## src/rtl/audfifo_pkg.sv

```systemverilog
package audfifo_pkg;

    localparam int REG_AW = 3;
    localparam int REG_DW = 32;

    localparam logic [REG_AW-1:0] RA_OP   = 3'd0;
    localparam logic [REG_AW-1:0] RA_LVL  = 3'd1;
    localparam logic [REG_AW-1:0] RA_STAT = 3'd2;
    localparam logic [REG_AW-1:0] RA_INT  = 3'd3;
    localparam logic [REG_AW-1:0] RA_MASK = 3'd4;

    localparam int OP_START_BIT = 0;
    localparam int OP_RESET_BIT = 1;

    localparam int LVL_STOP_OFS = 0;
    localparam int LVL_LO_OFS   = 10;
    localparam int LVL_HI_OFS   = 20;

    localparam int NFLAG   = 3;
    localparam int FL_OVF  = 0;
    localparam int FL_UDF  = 1;
    localparam int FL_STOP = 2;

    typedef enum logic {
        ST_IDLE = 1'b0,
        ST_RUN  = 1'b1
    } fifo_state_e;

endpackage

```

## src/rtl/audfifo_ctrl.sv

```systemverilog
module audfifo_ctrl
    import audfifo_pkg::*;
(
    input  logic clk,
    input  logic rst_n,
    input  logic op_we,
    input  logic op_start,
    input  logic op_reset,
    input  logic push_valid,
    input  logic pop_req,
    input  logic full,
    input  logic empty,
    output logic running,
    output logic run_nxt,
    output logic clear,
    output logic push_en,
    output logic pop_en,
    output logic ovf_ev,
    output logic udf_ev
);

    fifo_state_e state_q, state_nxt;

    // Next-state logic: RESET, START and STOP transitions
    always_comb begin
        state_nxt = state_q;
        clear     = 1'b0;
        unique case (state_q)
            ST_IDLE: begin
                if (op_we && op_reset) begin
                    clear     = 1'b1;
                    state_nxt = ST_IDLE;
                end else if (op_we && op_start) begin
                    state_nxt = ST_RUN;
                end
            end
            ST_RUN: begin
                if (op_we && op_reset) begin
                    clear     = 1'b1;
                    state_nxt = ST_IDLE;
                end else if (op_we && !op_start) begin
                    state_nxt = ST_IDLE;
                end
            end
        endcase
    end

    always_ff @(posedge clk or negedge rst_n) begin
        if (!rst_n) state_q <= ST_IDLE;
        else        state_q <= state_nxt;
    end

    // Outputs decoded from the current state
    always_comb begin
        running = (state_q == ST_RUN);
        run_nxt = (state_nxt == ST_RUN);
        push_en = running && push_valid && !full;
        pop_en  = running && pop_req && !empty;
        ovf_ev  = running && push_valid && full;
        udf_ev  = running && pop_req && empty;
    end


    stop_leaves_run_chk: assert property (@(posedge clk) disable iff (!rst_n)
        (op_we && !op_start) |=> !running);

endmodule

```

## src/rtl/audfifo_store.sv

```systemverilog
module audfifo_store #(
    parameter int DW = 16,
    parameter int AW = 6
) (
    input  logic          clk,
    input  logic          rst_n,
    input  logic          clear,
    input  logic          push_en,
    input  logic          pop_en,
    input  logic [DW-1:0] push_data,
    output logic [DW-1:0] pop_data,
    output logic [AW:0]   count,
    output logic [AW:0]   count_nxt,
    output logic          full,
    output logic          empty
);

    localparam int DEPTH = 1 << AW;
    localparam int CW    = AW + 1;

    logic [DW-1:0] mem [DEPTH];
    logic [AW-1:0] wr_ptr, rd_ptr;
    logic [CW-1:0] cnt_q;

    always_comb begin
        if (clear) begin
            count_nxt = '0;
        end else begin
            case ({push_en, pop_en})
                2'b10:   count_nxt = cnt_q + CW'(1);
                2'b01:   count_nxt = cnt_q - CW'(1);
                default: count_nxt = cnt_q;
            endcase
        end
    end

    always_ff @(posedge clk or negedge rst_n) begin
        if (!rst_n) begin
            wr_ptr <= '0;
            rd_ptr <= '0;
            cnt_q  <= '0;
        end else if (clear) begin
            wr_ptr <= '0;
            rd_ptr <= '0;
            cnt_q  <= '0;
        end else begin
            if (push_en) wr_ptr <= wr_ptr + AW'(1);
            if (pop_en)  rd_ptr <= rd_ptr + AW'(1);
            cnt_q <= count_nxt;
        end
    end

    always_ff @(posedge clk) begin
        if (push_en && !clear) mem[wr_ptr] <= push_data;
    end

    assign pop_data = mem[rd_ptr];
    assign count    = cnt_q;
    assign full     = (cnt_q == CW'(DEPTH));
    assign empty    = (cnt_q == '0);


    fill_bound_chk: assert property (@(posedge clk) disable iff (!rst_n)
        cnt_q <= CW'(DEPTH));

    no_overflow_chk: assert property (@(posedge clk) disable iff (!rst_n)
        (push_en && !pop_en) |-> !full);

    no_underflow_chk: assert property (@(posedge clk) disable iff (!rst_n)
        pop_en |-> !empty);

    clear_empties_chk: assert property (@(posedge clk) disable iff (!rst_n)
        clear |=> empty);

endmodule

```

## src/rtl/audfifo_dreq.sv

```systemverilog
module audfifo_dreq #(
    parameter int AW    = 6,
    parameter bit IS_TX = 1'b1
) (
    input  logic          clk,
    input  logic          rst_n,
    input  logic          run_nxt,
    input  logic [AW:0]   count_nxt,
    input  logic [AW-1:0] lvl_lo,
    input  logic [AW-1:0] lvl_hi,
    output logic          dma_req
);

    localparam int CW = AW + 1;

    logic [CW-1:0] lo_x, hi_x;
    logic          req_q, req_hys;

    assign lo_x = {1'b0, lvl_lo};
    assign hi_x = {1'b0, lvl_hi};

    generate
        if (IS_TX) begin : g_tx
            always_comb begin
                if (count_nxt <= lo_x)      req_hys = 1'b1;
                else if (count_nxt >= hi_x) req_hys = 1'b0;
                else                        req_hys = req_q;
            end

            tx_low_fill_chk: assert property (@(posedge clk) disable iff (!rst_n)
                (run_nxt && count_nxt <= lo_x) |=> dma_req);
        end else begin : g_rx
            always_comb begin
                if (count_nxt >= hi_x)      req_hys = 1'b1;
                else if (count_nxt <= lo_x) req_hys = 1'b0;
                else                        req_hys = req_q;
            end

            rx_high_fill_chk: assert property (@(posedge clk) disable iff (!rst_n)
                (run_nxt && count_nxt >= hi_x) |=> dma_req);
        end
    endgenerate

    always_ff @(posedge clk or negedge rst_n) begin
        if (!rst_n) req_q <= 1'b0;
        else        req_q <= run_nxt ? req_hys : 1'b0;
    end

    assign dma_req = req_q;

endmodule

```

## src/rtl/audfifo_regs.sv

```systemverilog
module audfifo_regs
    import audfifo_pkg::*;
#(
    parameter int LVL_W = 6
) (
    input  logic              clk,
    input  logic              rst_n,
    input  logic              reg_we,
    input  logic [REG_AW-1:0] reg_addr,
    input  logic [REG_DW-1:0] reg_wdata,
    output logic [REG_DW-1:0] reg_rdata,
    input  logic              running,
    input  logic              full,
    input  logic              empty,
    input  logic [LVL_W:0]    count,
    input  logic              push_en,
    input  logic              pop_en,
    input  logic              ovf_ev,
    input  logic              udf_ev,
    output logic              op_we,
    output logic              op_start,
    output logic              op_reset,
    output logic [LVL_W-1:0]  lvl_lo,
    output logic [LVL_W-1:0]  lvl_hi,
    output logic              irq
);

    localparam int CW = LVL_W + 1;

    logic [LVL_W-1:0] stop_q, lo_q, hi_q;
    logic [NFLAG-1:0] flags_q, mask_q, w1c, set_ev;
    logic             stop_ev;
    logic             wdata_unused;

    assign op_we    = reg_we && (reg_addr == RA_OP);
    assign op_start = reg_wdata[OP_START_BIT];
    assign op_reset = reg_wdata[OP_RESET_BIT];
    assign wdata_unused = ^reg_wdata;

    assign stop_ev = pop_en && !push_en && (count == (CW'(stop_q) + CW'(1)));
    assign w1c     = (reg_we && reg_addr == RA_INT) ? reg_wdata[NFLAG-1:0] : '0;

    always_comb begin
        set_ev          = '0;
        set_ev[FL_OVF]  = ovf_ev;
        set_ev[FL_UDF]  = udf_ev;
        set_ev[FL_STOP] = stop_ev;
    end

    always_ff @(posedge clk or negedge rst_n) begin
        if (!rst_n) begin
            stop_q  <= '0;
            lo_q    <= '0;
            hi_q    <= '0;
            mask_q  <= '0;
            flags_q <= '0;
        end else begin
            if (reg_we && reg_addr == RA_LVL) begin
                stop_q <= reg_wdata[LVL_STOP_OFS +: LVL_W];
                lo_q   <= reg_wdata[LVL_LO_OFS +: LVL_W];
                hi_q   <= reg_wdata[LVL_HI_OFS +: LVL_W];
            end
            if (reg_we && reg_addr == RA_MASK) mask_q <= reg_wdata[NFLAG-1:0];
            flags_q <= set_ev | (flags_q & ~w1c);
        end
    end

    always_comb begin
        reg_rdata = '0;
        case (reg_addr)
            RA_OP:   reg_rdata[OP_START_BIT] = running;
            RA_LVL: begin
                reg_rdata[LVL_STOP_OFS +: LVL_W] = stop_q;
                reg_rdata[LVL_LO_OFS +: LVL_W]   = lo_q;
                reg_rdata[LVL_HI_OFS +: LVL_W]   = hi_q;
            end
            RA_STAT: reg_rdata[3:0] = {flags_q[FL_UDF], flags_q[FL_OVF], empty, full};
            RA_INT:  reg_rdata[NFLAG-1:0] = flags_q;
            RA_MASK: reg_rdata[NFLAG-1:0] = mask_q;
            default: reg_rdata = '0;
        endcase
    end

    assign lvl_lo = lo_q;
    assign lvl_hi = hi_q;
    assign irq    = |(flags_q & mask_q);


    ovf_sticky_chk: assert property (@(posedge clk) disable iff (!rst_n)
        (flags_q[FL_OVF] && !w1c[FL_OVF]) |=> flags_q[FL_OVF]);

    irq_masked_chk: assert property (@(posedge clk) disable iff (!rst_n)
        (mask_q == '0) |-> !irq);

    stop_from_pop_chk: assert property (@(posedge clk) disable iff (!rst_n)
        $rose(flags_q[FL_STOP]) |-> $past(pop_en));

endmodule

```

## src/rtl/audfifo_lvlchk.sv

```systemverilog
module audfifo_lvlchk
    import audfifo_pkg::*;
#(
    parameter int DW    = 16,
    parameter int LVL_W = 6,
    parameter bit IS_TX = 1'b1
) (
    input  logic              clk,
    input  logic              rst_n,
    input  logic              reg_we,
    input  logic [REG_AW-1:0] reg_addr,
    input  logic [REG_DW-1:0] reg_wdata,
    output logic [REG_DW-1:0] reg_rdata,
    input  logic              push_valid,
    input  logic [DW-1:0]     push_data,
    input  logic              pop_req,
    output logic [DW-1:0]     pop_data,
    output logic              dma_req,
    output logic              irq
);

    logic             op_we, op_start, op_reset;
    logic             running, run_nxt, clear, push_en, pop_en, ovf_ev, udf_ev;
    logic             full, empty;
    logic [LVL_W:0]   count, count_nxt;
    logic [LVL_W-1:0] lvl_lo, lvl_hi;

    audfifo_ctrl u_ctrl (
        .clk(clk), .rst_n(rst_n), .op_we(op_we), .op_start(op_start),
        .op_reset(op_reset), .push_valid(push_valid), .pop_req(pop_req),
        .full(full), .empty(empty), .running(running), .run_nxt(run_nxt),
        .clear(clear), .push_en(push_en), .pop_en(pop_en),
        .ovf_ev(ovf_ev), .udf_ev(udf_ev)
    );

    audfifo_store #(.DW(DW), .AW(LVL_W)) u_store (
        .clk(clk), .rst_n(rst_n), .clear(clear), .push_en(push_en),
        .pop_en(pop_en), .push_data(push_data), .pop_data(pop_data),
        .count(count), .count_nxt(count_nxt), .full(full), .empty(empty)
    );

    audfifo_dreq #(.AW(LVL_W), .IS_TX(IS_TX)) u_dreq (
        .clk(clk), .rst_n(rst_n), .run_nxt(run_nxt), .count_nxt(count_nxt),
        .lvl_lo(lvl_lo), .lvl_hi(lvl_hi), .dma_req(dma_req)
    );

    audfifo_regs #(.LVL_W(LVL_W)) u_regs (
        .clk(clk), .rst_n(rst_n), .reg_we(reg_we), .reg_addr(reg_addr),
        .reg_wdata(reg_wdata), .reg_rdata(reg_rdata), .running(running),
        .full(full), .empty(empty), .count(count), .push_en(push_en),
        .pop_en(pop_en), .ovf_ev(ovf_ev), .udf_ev(udf_ev), .op_we(op_we),
        .op_start(op_start), .op_reset(op_reset), .lvl_lo(lvl_lo),
        .lvl_hi(lvl_hi), .irq(irq)
    );


    req_needs_run_chk: assert property (@(posedge clk) disable iff (!rst_n)
        dma_req |-> running);

endmodule

```

## config.mk

```make
export PLATFORM = sky130hd
export DESIGN_NAME = audfifo_lvlchk
export DESIGN_NICKNAME = d
export VERILOG_FILES = /design/src/rtl/audfifo_pkg.sv /design/src/rtl/audfifo_ctrl.sv /design/src/rtl/audfifo_store.sv /design/src/rtl/audfifo_dreq.sv /design/src/rtl/audfifo_regs.sv /design/src/rtl/audfifo_lvlchk.sv
export SDC_FILE = /design/constraint.sdc
export NUM_CORES = 1
export LEC_CHECK = 0
export BUFFER_PORTS_ARGS = -buffer_cell sky130_fd_sc_hd__buf_2
export CELL_PAD_IN_SITES_DETAIL_PLACEMENT = 1
export CELL_PAD_IN_SITES_GLOBAL_PLACEMENT = 1
export CORE_MARGIN = 1.5
export CORE_UTILIZATION = 50
export DETAILED_ROUTE_END_ITERATION = 6
export PLACE_DENSITY_LB_ADDON = 0.1
export SLEW_MARGIN = 20
export SYNTH_ARGS = -nofsm -noshare
export SYNTH_HDL_FRONTEND = slang
export SYNTH_HIERARCHICAL = 1
export SYNTH_SLANG_ARGS = --single-unit
```

## constraint.sdc

```tcl
create_clock -name clk -period 5.5 [get_ports clk]
set_clock_uncertainty 0.1 [all_clocks]
set_input_delay 0.275 -clock clk [delete_from_list [all_inputs] [get_ports clk]]
set_output_delay 0.275 -clock clk [all_outputs]
set_load 0.02 [all_outputs]
```

==> qor.csv <==
stage,metric,value,unit
sta,fin crit period,4.786,ns
worst_setup_path,Critical Path Start Type,register,
floorplan,# IOs,106,
worst_hold_path,Worst Hold Class,in -> reg,
yosys,Yosys top cell area share,71.81,%
routing,routed vias,22090,
routing,routed wire length,109300,um
yosys,Mapped Cells,2201,
floorplan,Initial Util,50.37,%
clock_tree,insertion delay to the later sink of the worst-skew pair,0.66,ns
clock_tree,H-Tree Depth,3,
routing,routed vias/inst,6.107,
routing,DR WL/cell,30.22,um
yosys,Synth Cell Area,42820,um2
yosys,Synth cell types,78,
floorplan,die width,295.7,um
finish,Nets,2461,
routing,DRC Markers,0,
worst_setup_path,Setup crit end kind,register,
clock_tree,CTS root buffer,clkbuf_16,
routing,WL met2,51880,um
run_status,outcome,"finished, final reports clean",
routing,DRT iter0 DRCs,2221,
sta,Slew Limit Fails,0,
worst_setup_path,crit-path max FO,18,
sta,relative slew slack,30.33,%
power_and_ir_drop,pwr dens,472.9,nW/um2
finish,layout cells sized above 1,23.67,%
worst_setup_path,Critical Path AT,5.20,ns
sta,Final Setup Violations,0,
yosys,Post-Syn Area per Cell,19.46,um2
routing,met3 WL,7040,um
global_routing,Overflow after GRT,0,
yosys,ys async rst share,4.210,%
clock_tree,CTS tree,yes,
sta,TNS Setup,0,ns
clock_tree,Clock Tree Buf Depth,3,
global_routing,largest net degree at the start of global routing,84,
placed_design,DP Wirelength,64900,um
sta,RSZ-0062 raised after global routing,no,
yosys,Yosys warnings,6,
power_and_ir_drop,Leakage Power,0.01589,uW
floorplan,die area,87410,um2
global_routing,initial antenna violation count,4,
routing,DRT antenna net count,0,
yosys,most common cell in the netlist,edfxtp_1,
yosys,Area contributors post-synth,"edfxtp_1 72%, mux4_2 8.9%, mux2i_1 4.1%",
sta,endpoints failing hold,0,
routing,Top Layer Used,met4,
floorplan,num rows,107,
clock_tree,clock-pin slew on the worst setup and hold paths,0.06,ns
finish,area grow syn2layout,12.51,%
floorplan,Core ar.,85010,um2
placed_design,number of buffers added on ports,77,
routing,DRT Pass-1 Iters,5,
yosys,"FF+latch count, synth",1069,
yosys,"Seq/Total Area, Yosys",74.44,%
global_routing,first-pass GRT wire length,158200,um
worst_setup_path,Crit Path Class,reg -> reg,
worst_setup_path,WP data required,5.92,ns
sta,period utilization,87.02,%
global_routing,vias in the first global route,22580,
yosys,Post-synth top cells,"1024 x edfxtp_1, 174 x mux2i_1, 169 x mux4_2",
global_routing,Total GRT Usage,25.41,%
clock_tree,Num Clock Sinks,1069,
power_and_ir_drop,peak supply drop,0.3514,mV
clock_tree,CTS Buf Count,109,
yosys,Synth Flop Type,edfxtp_1,
yosys,dominant cell type by area after synthesis,edfxtp_1,
sta,Max Freq,208.9,MHz
routing,M1 WL,47650,um
sta,Worst-Margin Slew,1.019,ns
yosys,"EDFF count, synth",1024,
floorplan,Die Ht,295.7,um
job,MaxCap Viol Count,0,
sta,Hold WS,0.03114,ns
placed_design,Final GP Congestion,0.8338,
==> registers in the layout, indices dropped and copies added (netlist names) <==
name            count
u_store/rd_ptr      6
u_regs/stop_q       6
u_dreq/dma_req      1
u_regs/mask_q       3
u_store/mem      1024
u_regs/lvl_lo       6
u_store/count       7
u_regs/lvl_hi       6
u_regs/flags_q      3
u_store/wr_ptr      6
u_ctrl/running      1
==> stage by stage <==
step                total power (uW)  instances  util, %  area [um2]  setup WS [ns]
floorplan                      13860       2214        -       42870          1.059
global placement               15940       3398    52.51       44640         0.9259
detailed placement             16030       3398    52.51       44640         0.7894
CTS                            22980       3616    56.67       48180         0.7433
global route                   23540       3617    56.67       48180         0.3048
finish                         22780       3617    56.67       48180         0.7139
==> final cells by class <==
class	count	area, um2
fillers	7407	36830
clock inverters	57	412.9
multi-input cells	982	10010
clock buffers	139	2902
inverters	19	71.32
repair buffers	206	1461
flip-flops and latches	1069	31890
well taps	1144	1431
diodes	1	2.502
==> power breakdown <==
| part | switching (uW) | internal [uW] | total [uW] |
|---|---|---|---|
| Sequential | 436 | 9120 | 9550 |
| Combinational | 3710 | 2560 | 6280 |
| Clock | 3020 | 3940 | 6950 |
| Total | 7170 | 15600 | 22800 |
==> layout by cell type (no fill, tap or decap), drive strengths merged, types with 45 or more instances in the layout <==
cell type / n
o21ai: 49
nor2: 94
buf: 184
mux4: 170
o22ai: 50
mux2i: 174
edfxtp: 1024
clkbuf: 139
clkinv: 47
nand2: 49
dfrtp: 45
mux2: 60
==> layer usage <==
metal | global-route usage [%] | up-vias
met1 | 37.38 | 11780
li1 | - | 9374
met2 | 39.90 | 802
met4 | 7.567 | 0
met3 | 3.522 | 139
met5 | 0 | -
==> logic make-up after synthesis <==
logic type,share of synthesized area [%]
compound gates,4.815
xor+xnor,0.3477
mux,14.66
flops,74.44
buf+inv,2.314
simple gates,2.887
fa+ha+maj,0.5259
other cells,0.008757
==> path summary, 6_finish.rpt <==
path	start	endpoint	slack [ns]	cells after the start
min	push_data[11]	u_store/mem[33][11]$_DFFE_PP_	0.03	1
min reg2reg	u_regs/lvl_lo[2]$_DFFE_PN0P_	u_regs/lvl_lo[2]$_DFFE_PN0P_	0.43	1
max	u_store/count[4]$_DFF_PN0_	u_dreq/dma_req$_DFFE_PN0P_	0.71	18
min in group asynchronous	rst_n	u_regs/stop_q[5]$_DFFE_PN0P_	0.16	3
max in group asynchronous	rst_n	u_store/rd_ptr[0]$_DFFE_PN0P_	4.65	3
max reg2reg	u_store/count[4]$_DFF_PN0_	u_dreq/dma_req$_DFFE_PN0P_	0.71	18
==> repair_timing <==
item,in CTS,in global routing
hold endpoints to repair,83,0
setup buffers,0,0
resized for setup,0,0
hold buffers,22,0
==> critical path, stage by stage, from the launching register on <==
cell and delay (ns):
dfrtp_1 0.47, nor2_1 0.19, nand2_1 0.11, nor4b_1 0.48, nor2_1 0.10, buf_4 0.19, inv_1 0.12, ha_1 0.55
xor2_1 0.21, ha_1 0.24, and3b_1 0.18, o21ai_1 0.09, or2_2 0.30, a21oi_1 0.18, mux2_2 0.39, ha_1 0.32
nand4b_1 0.11, o211ai_1 0.17, o221ai_1 0.14
Note: power is estimated with default switching activity, not from simulation.
